File: src/rtl/ccbr_pkg.sv
package ccbr_pkg;

    localparam int XLEN    = 32;
    localparam int DISP_W  = 22;
    localparam int COND_W  = 4;
    localparam int OFF_W   = DISP_W + 2;
    localparam int SEXT_W  = XLEN - OFF_W;

    localparam logic [1:0] BR_OP  = 2'b00;
    localparam logic [2:0] BR_OP2 = 3'b010;

    typedef struct packed {
        logic n;
        logic z;
        logic v;
        logic c;
    } cc_flags_t;

    typedef enum logic [COND_W-1:0] {
        CC_NEVER  = 4'd0,
        CC_EQ     = 4'd1,
        CC_LE     = 4'd2,
        CC_LT     = 4'd3,
        CC_LEU    = 4'd4,
        CC_CS     = 4'd5,
        CC_NEG    = 4'd6,
        CC_VS     = 4'd7,
        CC_ALWAYS = 4'd8,
        CC_NE     = 4'd9,
        CC_GT     = 4'd10,
        CC_GE     = 4'd11,
        CC_GU     = 4'd12,
        CC_CC     = 4'd13,
        CC_POS    = 4'd14,
        CC_VC     = 4'd15
    } cc_cond_e;

    typedef struct packed {
        logic             hit;
        logic             annul_bit;
        cc_cond_e         cond;
        logic [XLEN-1:0]  target;
    } br_dec_t;

    typedef struct packed {
        logic             valid;
        logic             taken;
        logic             annul;
        logic [XLEN-1:0]  target;
    } br_res_t;

    function automatic cc_flags_t sub_flags(input logic [XLEN-1:0] a,
                                            input logic [XLEN-1:0] b);
        cc_flags_t      f;
        logic [XLEN:0]  wide;
        wide = {1'b0, a} - {1'b0, b};
        f.n  = wide[XLEN-1];
        f.z  = (wide[XLEN-1:0] == '0);
        f.v  = (a[XLEN-1] != b[XLEN-1]) && (wide[XLEN-1] != a[XLEN-1]);
        f.c  = wide[XLEN];
        return f;
    endfunction

    function automatic logic base_test(input cc_flags_t f, input logic [2:0] sel);
        logic r;
        unique case (sel)
            3'd0: r = 1'b0;
            3'd1: r = f.z;
            3'd2: r = f.z | (f.n ^ f.v);
            3'd3: r = f.n ^ f.v;
            3'd4: r = f.c | f.z;
            3'd5: r = f.c;
            3'd6: r = f.n;
            default: r = f.v;
        endcase
        return r;
    endfunction

endpackage

File: src/rtl/ccbr_flags.sv
module ccbr_flags
    import ccbr_pkg::*;
(
    input  logic             clk,
    input  logic             rst,
    input  logic             we,
    input  logic [XLEN-1:0]  opa,
    input  logic [XLEN-1:0]  opb,
    output cc_flags_t        flags_q
);

    cc_flags_t flags_d;

    always_comb begin
        flags_d = flags_q;
        if (we) flags_d = sub_flags(opa, opb);
    end

    always_ff @(posedge clk) begin
        if (rst) flags_q <= '0;
        else     flags_q <= flags_d;
    end


    eq_zero_chk: assert property (@(posedge clk) disable iff (rst)
        (we && opa == opb) |=> (flags_q.z && !flags_q.c && !flags_q.n && !flags_q.v));


    hold_chk: assert property (@(posedge clk) disable iff (rst)
        !we |=> $stable(flags_q));

endmodule

File: src/rtl/ccbr_decode.sv
module ccbr_decode
    import ccbr_pkg::*;
(
    input  logic             valid,
    input  logic [31:0]      insn,
    input  logic [XLEN-1:0]  pc,
    output br_dec_t          dec
);

    logic [DISP_W-1:0] disp;
    logic [XLEN-1:0]   offset;

    assign disp   = insn[DISP_W-1:0];
    assign offset = {{SEXT_W{disp[DISP_W-1]}}, disp, 2'b00};

    always_comb begin
        dec.hit       = valid && (insn[31:30] == BR_OP) && (insn[24:22] == BR_OP2);
        dec.annul_bit = insn[29];
        dec.cond      = cc_cond_e'(insn[28:25]);
        dec.target    = pc + offset;
    end

endmodule

File: src/rtl/ccbr_cond_eval.sv
module ccbr_cond_eval
    import ccbr_pkg::*;
(
    input  cc_flags_t  flags,
    input  cc_cond_e   cond,
    input  logic       annul_bit,
    output logic       taken,
    output logic       annul
);

    logic base;
    logic uncond;

    assign base   = base_test(flags, cond[2:0]);
    assign taken  = cond[3] ? ~base : base;
    assign uncond = (cond[2:0] == 3'd0);
    assign annul  = uncond ? annul_bit : (annul_bit & ~taken);


    always_comb begin
        if (cond == CC_ALWAYS) complement_chk: assert (taken);
    end

endmodule

File: src/rtl/ccbr_unit.sv
module ccbr_unit
    import ccbr_pkg::*;
(
    input  logic         clk,
    input  logic         rst,
    input  logic         br_valid,
    input  logic [31:0]  br_insn,
    input  logic [31:0]  br_pc,
    input  logic         cc_we,
    input  logic [31:0]  cc_opa,
    input  logic [31:0]  cc_opb,
    output logic         res_valid,
    output logic         res_taken,
    output logic [31:0]  res_target,
    output logic         res_annul
);

    cc_flags_t flags_q;
    br_dec_t   dec;
    logic      ev_taken;
    logic      ev_annul;
    br_res_t   res_d;
    br_res_t   res_q;

    ccbr_flags u_flags (
        .clk     (clk),
        .rst     (rst),
        .we      (cc_we),
        .opa     (cc_opa),
        .opb     (cc_opb),
        .flags_q (flags_q)
    );

    ccbr_decode u_dec (
        .valid (br_valid),
        .insn  (br_insn),
        .pc    (br_pc),
        .dec   (dec)
    );

    ccbr_cond_eval u_eval (
        .flags     (flags_q),
        .cond      (dec.cond),
        .annul_bit (dec.annul_bit),
        .taken     (ev_taken),
        .annul     (ev_annul)
    );

    always_comb begin
        res_d = '0;
        if (dec.hit) begin
            res_d.valid  = 1'b1;
            res_d.taken  = ev_taken;
            res_d.annul  = ev_annul;
            res_d.target = dec.target;
        end
    end

    always_ff @(posedge clk) begin
        if (rst) res_q <= '0;
        else     res_q <= res_d;
    end

    assign res_valid  = res_q.valid;
    assign res_taken  = res_q.taken;
    assign res_annul  = res_q.annul;
    assign res_target = res_q.target;


    always_taken_chk: assert property (@(posedge clk) disable iff (rst)
        (dec.hit && dec.cond == CC_ALWAYS) |=> (res_taken && res_annul == $past(dec.annul_bit)));


    never_chk: assert property (@(posedge clk) disable iff (rst)
        (dec.hit && dec.cond == CC_NEVER) |=> (!res_taken && res_annul == $past(dec.annul_bit)));


    idle_chk: assert property (@(posedge clk) disable iff (rst)
        !dec.hit |=> (!res_valid && !res_taken && !res_annul && res_target == '0));


    no_annul_chk: assert property (@(posedge clk) disable iff (rst)
        (dec.hit && !dec.annul_bit) |=> !res_annul);


    latency_chk: assert property (@(posedge clk) disable iff (rst)
        dec.hit |=> res_valid);

endmodule

File: config.mk
export PLATFORM = sky130hd
export DESIGN_NAME = ccbr_unit
export DESIGN_NICKNAME = d
export VERILOG_FILES = /design/src/rtl/ccbr_pkg.sv /design/src/rtl/ccbr_flags.sv /design/src/rtl/ccbr_decode.sv /design/src/rtl/ccbr_cond_eval.sv /design/src/rtl/ccbr_unit.sv
export SDC_FILE = /design/constraint.sdc
export NUM_CORES = 1
export LEC_CHECK = 0
export ABC_AREA = 1
export BUFFER_PORTS_ARGS = -buffer_cell sky130_fd_sc_hd__buf_2
export CAP_MARGIN = 20
export CORE_ASPECT_RATIO = 1.25
export CORE_UTILIZATION = 48
export CTS_CLUSTER_DIAMETER = 30
export DETAILED_ROUTE_END_ITERATION = 10
export PLACE_DENSITY_LB_ADDON = 0.08
export SLEW_MARGIN = 20
export SYNTH_ARGS = -nofsm -noshare
export SYNTH_HDL_FRONTEND = slang
export SYNTH_SLANG_ARGS = --single-unit
File: constraint.sdc
create_clock -name clk -period 1.8 [get_ports clk]
set_input_delay 0.18 -clock clk [delete_from_list [all_inputs] [get_ports clk]]
set_output_delay 0.18 -clock clk [all_outputs]
set_load 0.02 [all_outputs]
==> results of run 1 <==
-- worst paths after layout --
check | slack (ns) | end | cells past startpoint | startpoint
worst min-delay path | 0.10 | res_target[1] | 3 | br_pc[1]
worst min register to register | 0.48 | u_flags.flags_q[1] | 2 | u_flags.flags_q[1]
worst max register to register | 0.53 | res_annul | 6 | u_flags.flags_q[3]
worst max-delay path | 0.005 | u_flags.flags_q[2] | 19 | cc_opa[0]
-- metal layers --
| layer | global-route usage [%] | part of all wire (%) | vias up |
|---|---|---|---|
| met5 | 0 | 0 | - |
| met4 | 12.0 | 3.5 | 0 |
| met3 | 1.90 | 4.1 | 44 |
| met2 | 56.4 | 54 | 186 |
| met1 | 30.1 | 38 | 3023 |
| li1 | - | - | 3618 |
-- cells in the mapped netlist --
master	count	area, um^2
nor3_1	7	35.0
ha_1	61	763
o221a_2	1	11.3
o21ai_0	29	145
nand4_1	10	62.6
o21bai_1	6	45.0
and2_1	4	25.0
nor3b_1	2	15.0
xnor2_1	3	26.3
o211ai_1	2	15.0
fa_1	2	40.0
a21oi_2	1	8.76
nand2_2	9	56.3
o21ai_2	1	8.76
and2_0	1	6.26
a21boi_0	3	22.5
and3_1	2	12.5
a21o_1	3	22.5
o21ai_1	1	5.00
inv_2	2	7.51
inv_1	205	769
o21a_1	9	67.6
nor2_2	1	6.26
nand2_1	306	1150
nor2_1	91	342
xor2_1	6	52.6
a21oi_1	81	405
nand3_1	55	275
o22ai_1	2	12.5
clkbuf_1	3	11.3
a31oi_1	4	25.0
nand3_2	2	20.0
nand2_4	1	11.3
dfxtp_1	39	781
o221ai_1	2	17.5
nand3b_1	4	30.0
nor4_1	2	12.5
-- cell families (layout without fill, tap and decap cells) --
kind of cell,Yosys count,count (layout),synth area share [%]
flops,39,39,14.7
other cells,0,1,0
compound gates,145,145,15.3
simple gates,497,497,38.7
xor+xnor,9,9,1.48
buf+inv,210,507,14.8
fa+ha+maj,63,63,15.1
-- flip-flops by register name, summed over array words and instances, names as in the netlist --
register / cells
res_annul: 1
res_taken: 1
res_target: 32
res_valid: 1
u_flags.flags_q: 4
-- stage by stage --
stage                     setup slack (ns)  hold slack (ns)  cells
after CTS                          -0.0358            0.102   1389
after global routing                -0.155            0.121   1392
after global placement              -0.329            0.398   1380
after detailed placement            -0.366            0.399   1380
final                              0.00478            0.102   1393
after floorplan                    -0.0615            0.249    963
-- critical path, stage by stage --
cell and delay, ns:
buf_6 0.08, inv_4 0.03, ha_4 0.15, fa_2 0.37, inv_2 0.09, nand3_2 0.08
nand3_4 0.09, nand2_2 0.06, nand2_2 0.10, nand2_2 0.07, nand2_1 0.06, nand2_1 0.05
nand2_1 0.05, nand2_1 0.06, nor2_2 0.10, nand3_1 0.07, nor2_1 0.11, nand3_1 0.09
a21oi_2 0.13
-- final cells by class --
type                    instances  area share, %
diodes                          1         0.0319
clock buffers                   8           1.99
inverters                     207           9.94
multi-input cells             714           53.0
flip-flops and latches         39           9.96
well taps                     132           2.11
repair buffers                292           23.0
-- where the power goes --
group,total [W],internal (W),switching [W]
logic,0.00209,0.000963,0.00113
clock network,0.000936,0.000590,0.000346
registers,0.000877,0.000872,0.00000486
total,0.00390,0.00243,0.00148
-- what timing repair did --
action,4_1_cts,5_1_grt
hold buffers,0,0
endpoints found under the hold margin,0,0
endpoints found under the setup margin,3,14
gates resized for setup,5,81
setup buffers,1,3
pin swaps,1,21
==> results.json, run 1 <==
{
  "rsz0062_at_grt": "yes",
  "syn_to_final_growth_pct": 47.3,
  "yosys_warnings": 0,
  "fin_util_pct": 73.5,
  "worstMarginPinSlew_ns": 0.516,
  "synthDistinctLibCells": 37,
  "fillers": 963,
  "fin_crit_ns": 1.80,
  "io_pins": 167,
  "die_area_um2": 11500,
  "cts_sinks": 39,
  "coreArea_um2": 10700,
  "cp.required_ns": 2.02,
  "path_max_fanout": 4,
  "cts_tree": "built",
  "syn-instance-count": 963,
  "finalSetupTns_ns": 0,
  "track_usage_pct": 28.7,
  "die_h_um": 120,
  "power_w": 0.00390,
  "start_util_pct": 49.9,
  "status": "complete, no violations",
  "synthesis.nets": 1158,
  "dr_total_vias": 6871,
  "final_cell_mix": "nand2_1 (292), inv_1 (202), buf_2 (164), buf_4 (125), nor2_1 (77)",
  "p_leak_nw": 4.71,
  "htree_levels": 2,
  "die_w_um": 96.2,
  "wl_per_cell_um": 12.0,
  "seq_area_frac_synth_pct": 14.7,
  "synth.avg_cell_area_um2": 5.53,
  "hold_class": "input port to flip-flop",
  "drv_cap": 0,
  "cts_inserted_buffers": 5,
  "register_area_um2": 781,
  "place_area_um2": 7260,
  "crit_path_start_kind": "input port",
  "drv_slew": 0,
  "worstPathArrival_ns": 2.02,
  "multi_input_comb_area_um2": 4150,
  "dr.pass1.iters": 5,
  "antenna_left": 0,
  "ys_ff_latch": 39,
  "setup_violations": 0,
  "nNetsFinal": 1454,
  "io_buffers": 166,
  "gp_routability_congestion": 0.934,
  "grt_pass1_wl_mm": 26.4,
  "viasPerCell": 4.93,
  "fin_worst_skew_ns": 0.00228,
  "period_share_pct": 99.7,
  "cts_root_buffer": "clkbuf_16",
  "antenna_found_initial": 0,
  "hpwl_mm": 14.0,
  "remaining_drc_errors": 0,
  "rows": 42,
  "fmaxAchievable_ghz": 0.557,
  "grt_max_degree": 14,
  "slew-limit-headroom_pct": 65.5,
  "drt_wl_total_mm": 16.7,
  "overflow": 0,
  "synth.cell_area_um2": 5320,
  "clk_path_buf_depth": 2,
  "grt_pass1_vias": 6368,
  "finalHoldViolCount": 0,
  "peakVddDrop_mv": 0.360,
  "powerDensity_nw_per_um2": 498,
  "drive_gt1_share_pct": 30.8,
  "drt_iter0_drc": 211,
  "crit_type": "input port to flip-flop",
  "fin_area_um2": 7840,
  "insertion_delay_ns": 0.29,
  "worstSetupEndpointType": "flip-flop",
  "final_common_cell": "nand2_1",
  "clk_pin_slew_ns": 0.06
}
Power figures use the tool's default switching activity.
==> inputs of run 2 (changes only) <==
--- a/config.mk
+++ b/config.mk
@@ -9,7 +9,7 @@
 export BUFFER_PORTS_ARGS = -buffer_cell sky130_fd_sc_hd__buf_2
 export CAP_MARGIN = 20
 export CORE_ASPECT_RATIO = 1.25
-export CORE_UTILIZATION = 48
+export CORE_UTILIZATION = 29
 export CTS_CLUSTER_DIAMETER = 30
 export DETAILED_ROUTE_END_ITERATION = 10
 export PLACE_DENSITY_LB_ADDON = 0.08
==> results.json, run 2 (synthesis gave the netlist of run 1 again) <==
{
  "crit_type": "input port to flip-flop",
  "die_w_um": 123,
  "finalHoldViolCount": 0,
  "nNetsFinal": 1473,
  "period_share_pct": 102,
  "final_cell_mix": "nand2_1 (285), inv_1 (197), buf_2 (162), buf_4 (144), nor2_1 (77)",
  "die_area_um2": 18900,
  "antenna_left": 0,
  "remaining_drc_errors": 0,
  "drt_wl_total_mm": 18.4,
  "hpwl_mm": 15.9,
  "syn_to_final_growth_pct": 54.2,
  "cts_tree": "built",
  "violations": "negative setup slack",
  "final_common_cell": "nand2_1",
  "crit_path_start_kind": "input port",
  "cts_sinks": 39,
  "drv_slew": 0,
  "finalSetupTns_ns": -0.0353,
  "antenna_found_initial": 0,
  "dr_total_vias": 6731,
  "worstMarginPinSlew_ns": 0.493,
  "crit_chain": "buf_2 > inv_1 > ha_4 > buf_4 > nand2_1 > inv_1 > nand2_1 > inv_1 > nand2_2 > nand2_2 > buf_4 > xor2_1 > inv_1 > nand2_1 > nor2_1 > nand3_1 > nor2_1 > nand3_1 > a21oi_1",
  "overflow": 0,
  "dr.pass1.iters": 4,
  "grt_pass1_vias": 6432,
  "cpLargestDelayFamily": "simple AND/OR/NAND/NOR gates",
  "path_max_fanout": 3,
  "hold_buffers": 0,
  "cp.required_ns": 2.03,
  "setup_violations": 1,
  "grt_pass1_wl_mm": 29.0,
  "htree_levels": 2,
  "worstPathArrival_ns": 2.06,
  "max_stage_delay_ns": 0.21,
  "viasPerCell": 4.47,
  "post-place-ws_ns": -0.451,
  "hold_class": "input port to flip-flop",
  "drv_cap": 0,
  "io_buffers": 166,
  "coreArea_um2": 18000,
  "clk_pin_slew_ns": 0.06,
  "largest_reg_flops": 32,
  "grt_max_degree": 18,
  "peakVddDrop_mv": 0.388,
  "worstSetupEndpointType": "flip-flop",
  "cts_inserted_buffers": 5,
  "rsz0062_at_grt": "yes",
  "fin_worst_skew_ns": 0.00308,
  "insertion_delay_ns": 0.29,
  "status": "finished, violations left",
  "cpMaxStageDelayCell": "ha_4",
  "fmaxAchievable_ghz": 0.545,
  "antenna_cells": 0,
  "gp_routability_congestion": 0.908,
  "io_pins": 167,
  "rows": 55,
  "die_h_um": 153,
  "slew-limit-headroom_pct": 67.1,
  "track_usage_pct": 19.3,
  "start_util_pct": 29.5,
  "clk_path_buf_depth": 2,
  "cpMostUsedCell": "inv_1",
  "powerDensity_nw_per_um2": 504,
  "wl_per_cell_um": 12.2,
  "layout_setup_ws_ns": -0.0353,
  "critPathBufInv": 7,
  "drive_gt1_share_pct": 33.9,
  "p_leak_nw": 4.81,
  "cts_root_buffer": "clkbuf_16",
  "fin_crit_ns": 1.84,
  "drt_iter0_drc": 214
}
## run 2: final cells by class
| type | count | area, um^2 |
|---|---|---|
| timing repair buffer | 311 | 1950 |
| tap | 228 | 285 |
| inverter | 207 | 777 |
| sequential | 39 | 781 |
| clock inverter | 2 | 35.0 |
| multi-input combinational | 714 | 4240 |
| fill | 1990 | 9820 |
| clock buffer | 6 | 139 |
## run 2: metrics by stage
stage | power [W] | util, % | cells | hold WS, ns | cell area [um^2]
6_report | 0.00414 | 45.5 | 1507 | 0.103 | 8210
5_1_grt | 0.00447 | 45.5 | 1507 | 0.108 | 8210
4_1_cts | 0.00399 | 42.7 | 1501 | 0.102 | 7690
3_5_place_dp | 0.00288 | 41.6 | 1493 | 0.404 | 7490
3_3_place_gp | 0.00288 | 41.6 | 1493 | 0.398 | 7490
2_1_floorplan | 0.00198 | - | 963 | 0.249 | 5340
## run 2: repair_timing
item / in CTS / in global routing
endpoints found under the setup margin: 4 / 13
resized for setup: 12 / 102
pin swaps: 1 / 37
buffers inserted: 0 / 6
## run 2: worst paths after layout
check | slack [ns] | depth (start not counted) | to | startpoint
setup / recovery | -0.04 | 19 | u_flags.flags_q[2] | cc_opb[4]
hold reg to reg | 0.48 | 2 | u_flags.flags_q[0] | u_flags.flags_q[0]
setup reg to reg | 0.55 | 6 | res_annul | u_flags.flags_q[2]
hold / removal | 0.10 | 3 | res_target[0] | br_pc[0]
## run 2: metal layers
metal  GRT usage, %  routed length (um)  up-vias
met5              0                   0        -
li1               -                   -     3647
met4           4.53                 295        0
met2           38.9               10000      138
met3           1.16                 605       22
met1           21.1                7490     2924
## run 2: worst min-delay path: stages
cell	delay (ns)
buf_2	0.10
inv_1	0.04
nor2_1	0.03
## run 2: power breakdown
part	leakage, nW	switching, W	total, W	internal [W]
clock	0.0868	0.000389	0.00108	0.000690
sequential	0.315	0.00000436	0.000876	0.000872
combinational	4.40	0.00116	0.00218	0.00102
total	4.81	0.00155	0.00414	0.00258
==> inputs of run 3 (changes only) <==
--- a/config.mk
+++ b/config.mk
@@ -6,12 +6,12 @@
 export NUM_CORES = 1
 export LEC_CHECK = 0
 export ABC_AREA = 1
-export BUFFER_PORTS_ARGS = -buffer_cell sky130_fd_sc_hd__buf_2
 export CAP_MARGIN = 20
 export CORE_ASPECT_RATIO = 1.25
 export CORE_UTILIZATION = 29
 export CTS_CLUSTER_DIAMETER = 30
 export DETAILED_ROUTE_END_ITERATION = 10
+export DONT_BUFFER_PORTS = 1
 export PLACE_DENSITY_LB_ADDON = 0.08
 export SLEW_MARGIN = 20
 export SYNTH_ARGS = -nofsm -noshare
==> results.json, run 3 (synthesis gave the netlist of run 1 again) <==
{
  "combPwrFrac_pct": 50.2,
  "critPathBufInv": 3,
  "io_buffers": 0,
  "cpMaxStageDelayCell": "fa_2",
  "clk_pin_slew_ns": 0.06,
  "final_common_cell": "nand2_1",
  "grt_pass1_wl_mm": 27.1,
  "die_area_um2": 18900,
  "htree_levels": 2,
  "nNetsFinal": 1284,
  "swShare_pct": 37.7,
  "cts_root_buffer": "clkbuf_16",
  "hold_class": "input port to flip-flop",
  "powerDensity_nw_per_um2": 539,
  "hpwl_mm": 15.4,
  "grtUsageMet1_pct": 19.5,
  "grt.met2_usage_pct": 37.2,
  "clk_path_buf_depth": 2,
  "fillers": 2076,
  "cts_tree": "built",
  "viasPerCell": 4.61,
  "cp.required_ns": 2.03,
  "p_switching_w": 0.00148,
  "cts_sinks": 39,
  "p_int_w": 0.00244,
  "period_share_pct": 94.4,
  "cpLargestDelayFamily": "simple AND/OR/NAND/NOR gates",
  "fmaxAchievable_ghz": 0.588,
  "fin_crit_ns": 1.70,
  "fin_cells": 1318,
  "syn_to_final_growth_pct": 36.8,
  "finalHoldViolCount": 0,
  "die_w_um": 123,
  "gp_routability_congestion": 0.817,
  "worstSetupEndpointType": "flip-flop",
  "hold-worst-slack_ns": 0.00224,
  "pwr-share-seq_pct": 22.5,
  "slew-limit-headroom_pct": 67.7,
  "p_leak_nw": 4.01,
  "antenna_cells": 0,
  "dp_cells": 1301,
  "drv_slew": 0,
  "grt_pass1_vias": 5732,
  "fin_worst_skew_ns": 0.00687,
  "crit_path_start_kind": "input port",
  "cts_inserted_buffers": 5,
  "insertion_delay_ns": 0.29,
  "drive_gt1_share_pct": 23.5,
  "track_usage_pct": 18.4,
  "fin_area_um2": 7280,
  "overflow": 0,
  "status": "complete, no violations",
  "rsz0062_at_grt": "yes",
  "wl_per_cell_um": 13.4,
  "setup_violations": 0,
  "remaining_drc_errors": 0,
  "clockPowerShare_pct": 27.3,
  "dr.pass1.iters": 4,
  "max_stage_delay_ns": 0.36,
  "die_h_um": 153,
  "antenna_left": 0,
  "path_max_fanout": 3,
  "coreArea_um2": 18000,
  "crit_chain": "inv_2 > ha_4 > fa_2 > inv_2 > buf_4 > nand3_1 > nand3_4 > nand2_1 > nand2_2 > nand3_2 > nor2_2 > nand3_2 > nor2_2 > nand3_1 > a21oi_1",
  "drv_cap": 0,
  "use_met3_pct": 1.60,
  "largest_reg_flops": 32,
  "worstMarginPinSlew_ns": 0.485,
  "crit_type": "input port to flip-flop",
  "antenna_found_initial": 0,
  "place_area_um2": 6480,
  "start_util_pct": 29.5,
  "final_cell_mix": "nand2_1 (278), inv_1 (196), buf_4 (118), nor2_1 (76), a21oi_1 (69)",
  "busiest_layer": "met2",
  "grt_max_degree": 18,
  "dr_total_vias": 6074,
  "worstPathArrival_ns": 1.93,
  "drt_iter0_drc": 201,
  "rows": 55,
  "drt_wl_total_mm": 17.7,
  "io_pins": 167,
  "peakVddDrop_mv": 0.296
}
## run 3: changes by cell type in the layout (fill, tap and decap cells not counted), moves of 3 or more
cell     before  now
nand3_1      48   45
buf_6         5    1
nand2_1     285  278
buf_4       144  118
nand3_2       7   10
nand2_4       1    4
a21oi_2      17   12
nand2_2      30   34
a21oi_1      64   69
buf_2       162    0
## run 3: worst paths after layout
check,from,end,slack [ns],depth (start not counted)
setup / recovery,cc_opa[0],u_flags.flags_q[2],0.10,15
hold / removal,br_pc[0],res_target[0],0.002,2
setup reg to reg,u_flags.flags_q[2],res_annul,0.56,6
hold reg to reg,u_flags.flags_q[1],u_flags.flags_q[1],0.49,2
## run 3: power groups by stage
stage,clock network (W),registers (W),logic (W)
6_report,0.00107,0.000882,0.00197
3_3_place_gp,0,0.000901,0.00177
5_1_grt,0.00114,0.000882,0.00222
3_5_place_dp,0,0.000901,0.00177
2_1_floorplan,0,0.000899,0.00108
4_1_cts,0.00111,0.000881,0.00181
## run 3: repair_timing
item / CTS / global route
setup buffers: 5 / 2
setup endpoints to repair: 1 / 14
endpoints found under the hold margin: 4 / 0
pin swaps: 6 / 28
gates resized for setup: 6 / 117
hold buffers: 2 / 0
## run 3: through the flow
| stage | worst slack (ns) | total power [W] | utilization (%) | TNS (ns) |
|---|---|---|---|---|
| 2_1_floorplan | -0.0615 | 0.00198 | - | -0.119 |
| 3_3_place_gp | -0.363 | 0.00267 | 35.9 | -3.36 |
| 3_5_place_dp | -0.414 | 0.00267 | 35.9 | -3.65 |
| 4_1_cts | 0.00155 | 0.00379 | 37.3 | 0 |
| 5_1_grt | -0.0502 | 0.00424 | 40.4 | -0.0502 |
| 6_report | 0.100 | 0.00393 | 40.4 | 0 |
## run 3: per-layer routing
layer	share of wire (%)	wire (um)
met1	40	7120
met2	54	9640
met3	3.5	625
met4	1.8	327
met5	0	0
## run 3: final cells by class
type | instances | area (um^2) | area share (%)
timing repair buffer | 122 | 937 | 12.9
inverter | 207 | 777 | 10.7
clock buffer | 6 | 139 | 1.91
tap | 228 | 285 | 3.92
clock inverter | 2 | 35.0 | 0.481
multi-input combinational | 714 | 4330 | 59.4
sequential | 39 | 781 | 10.7
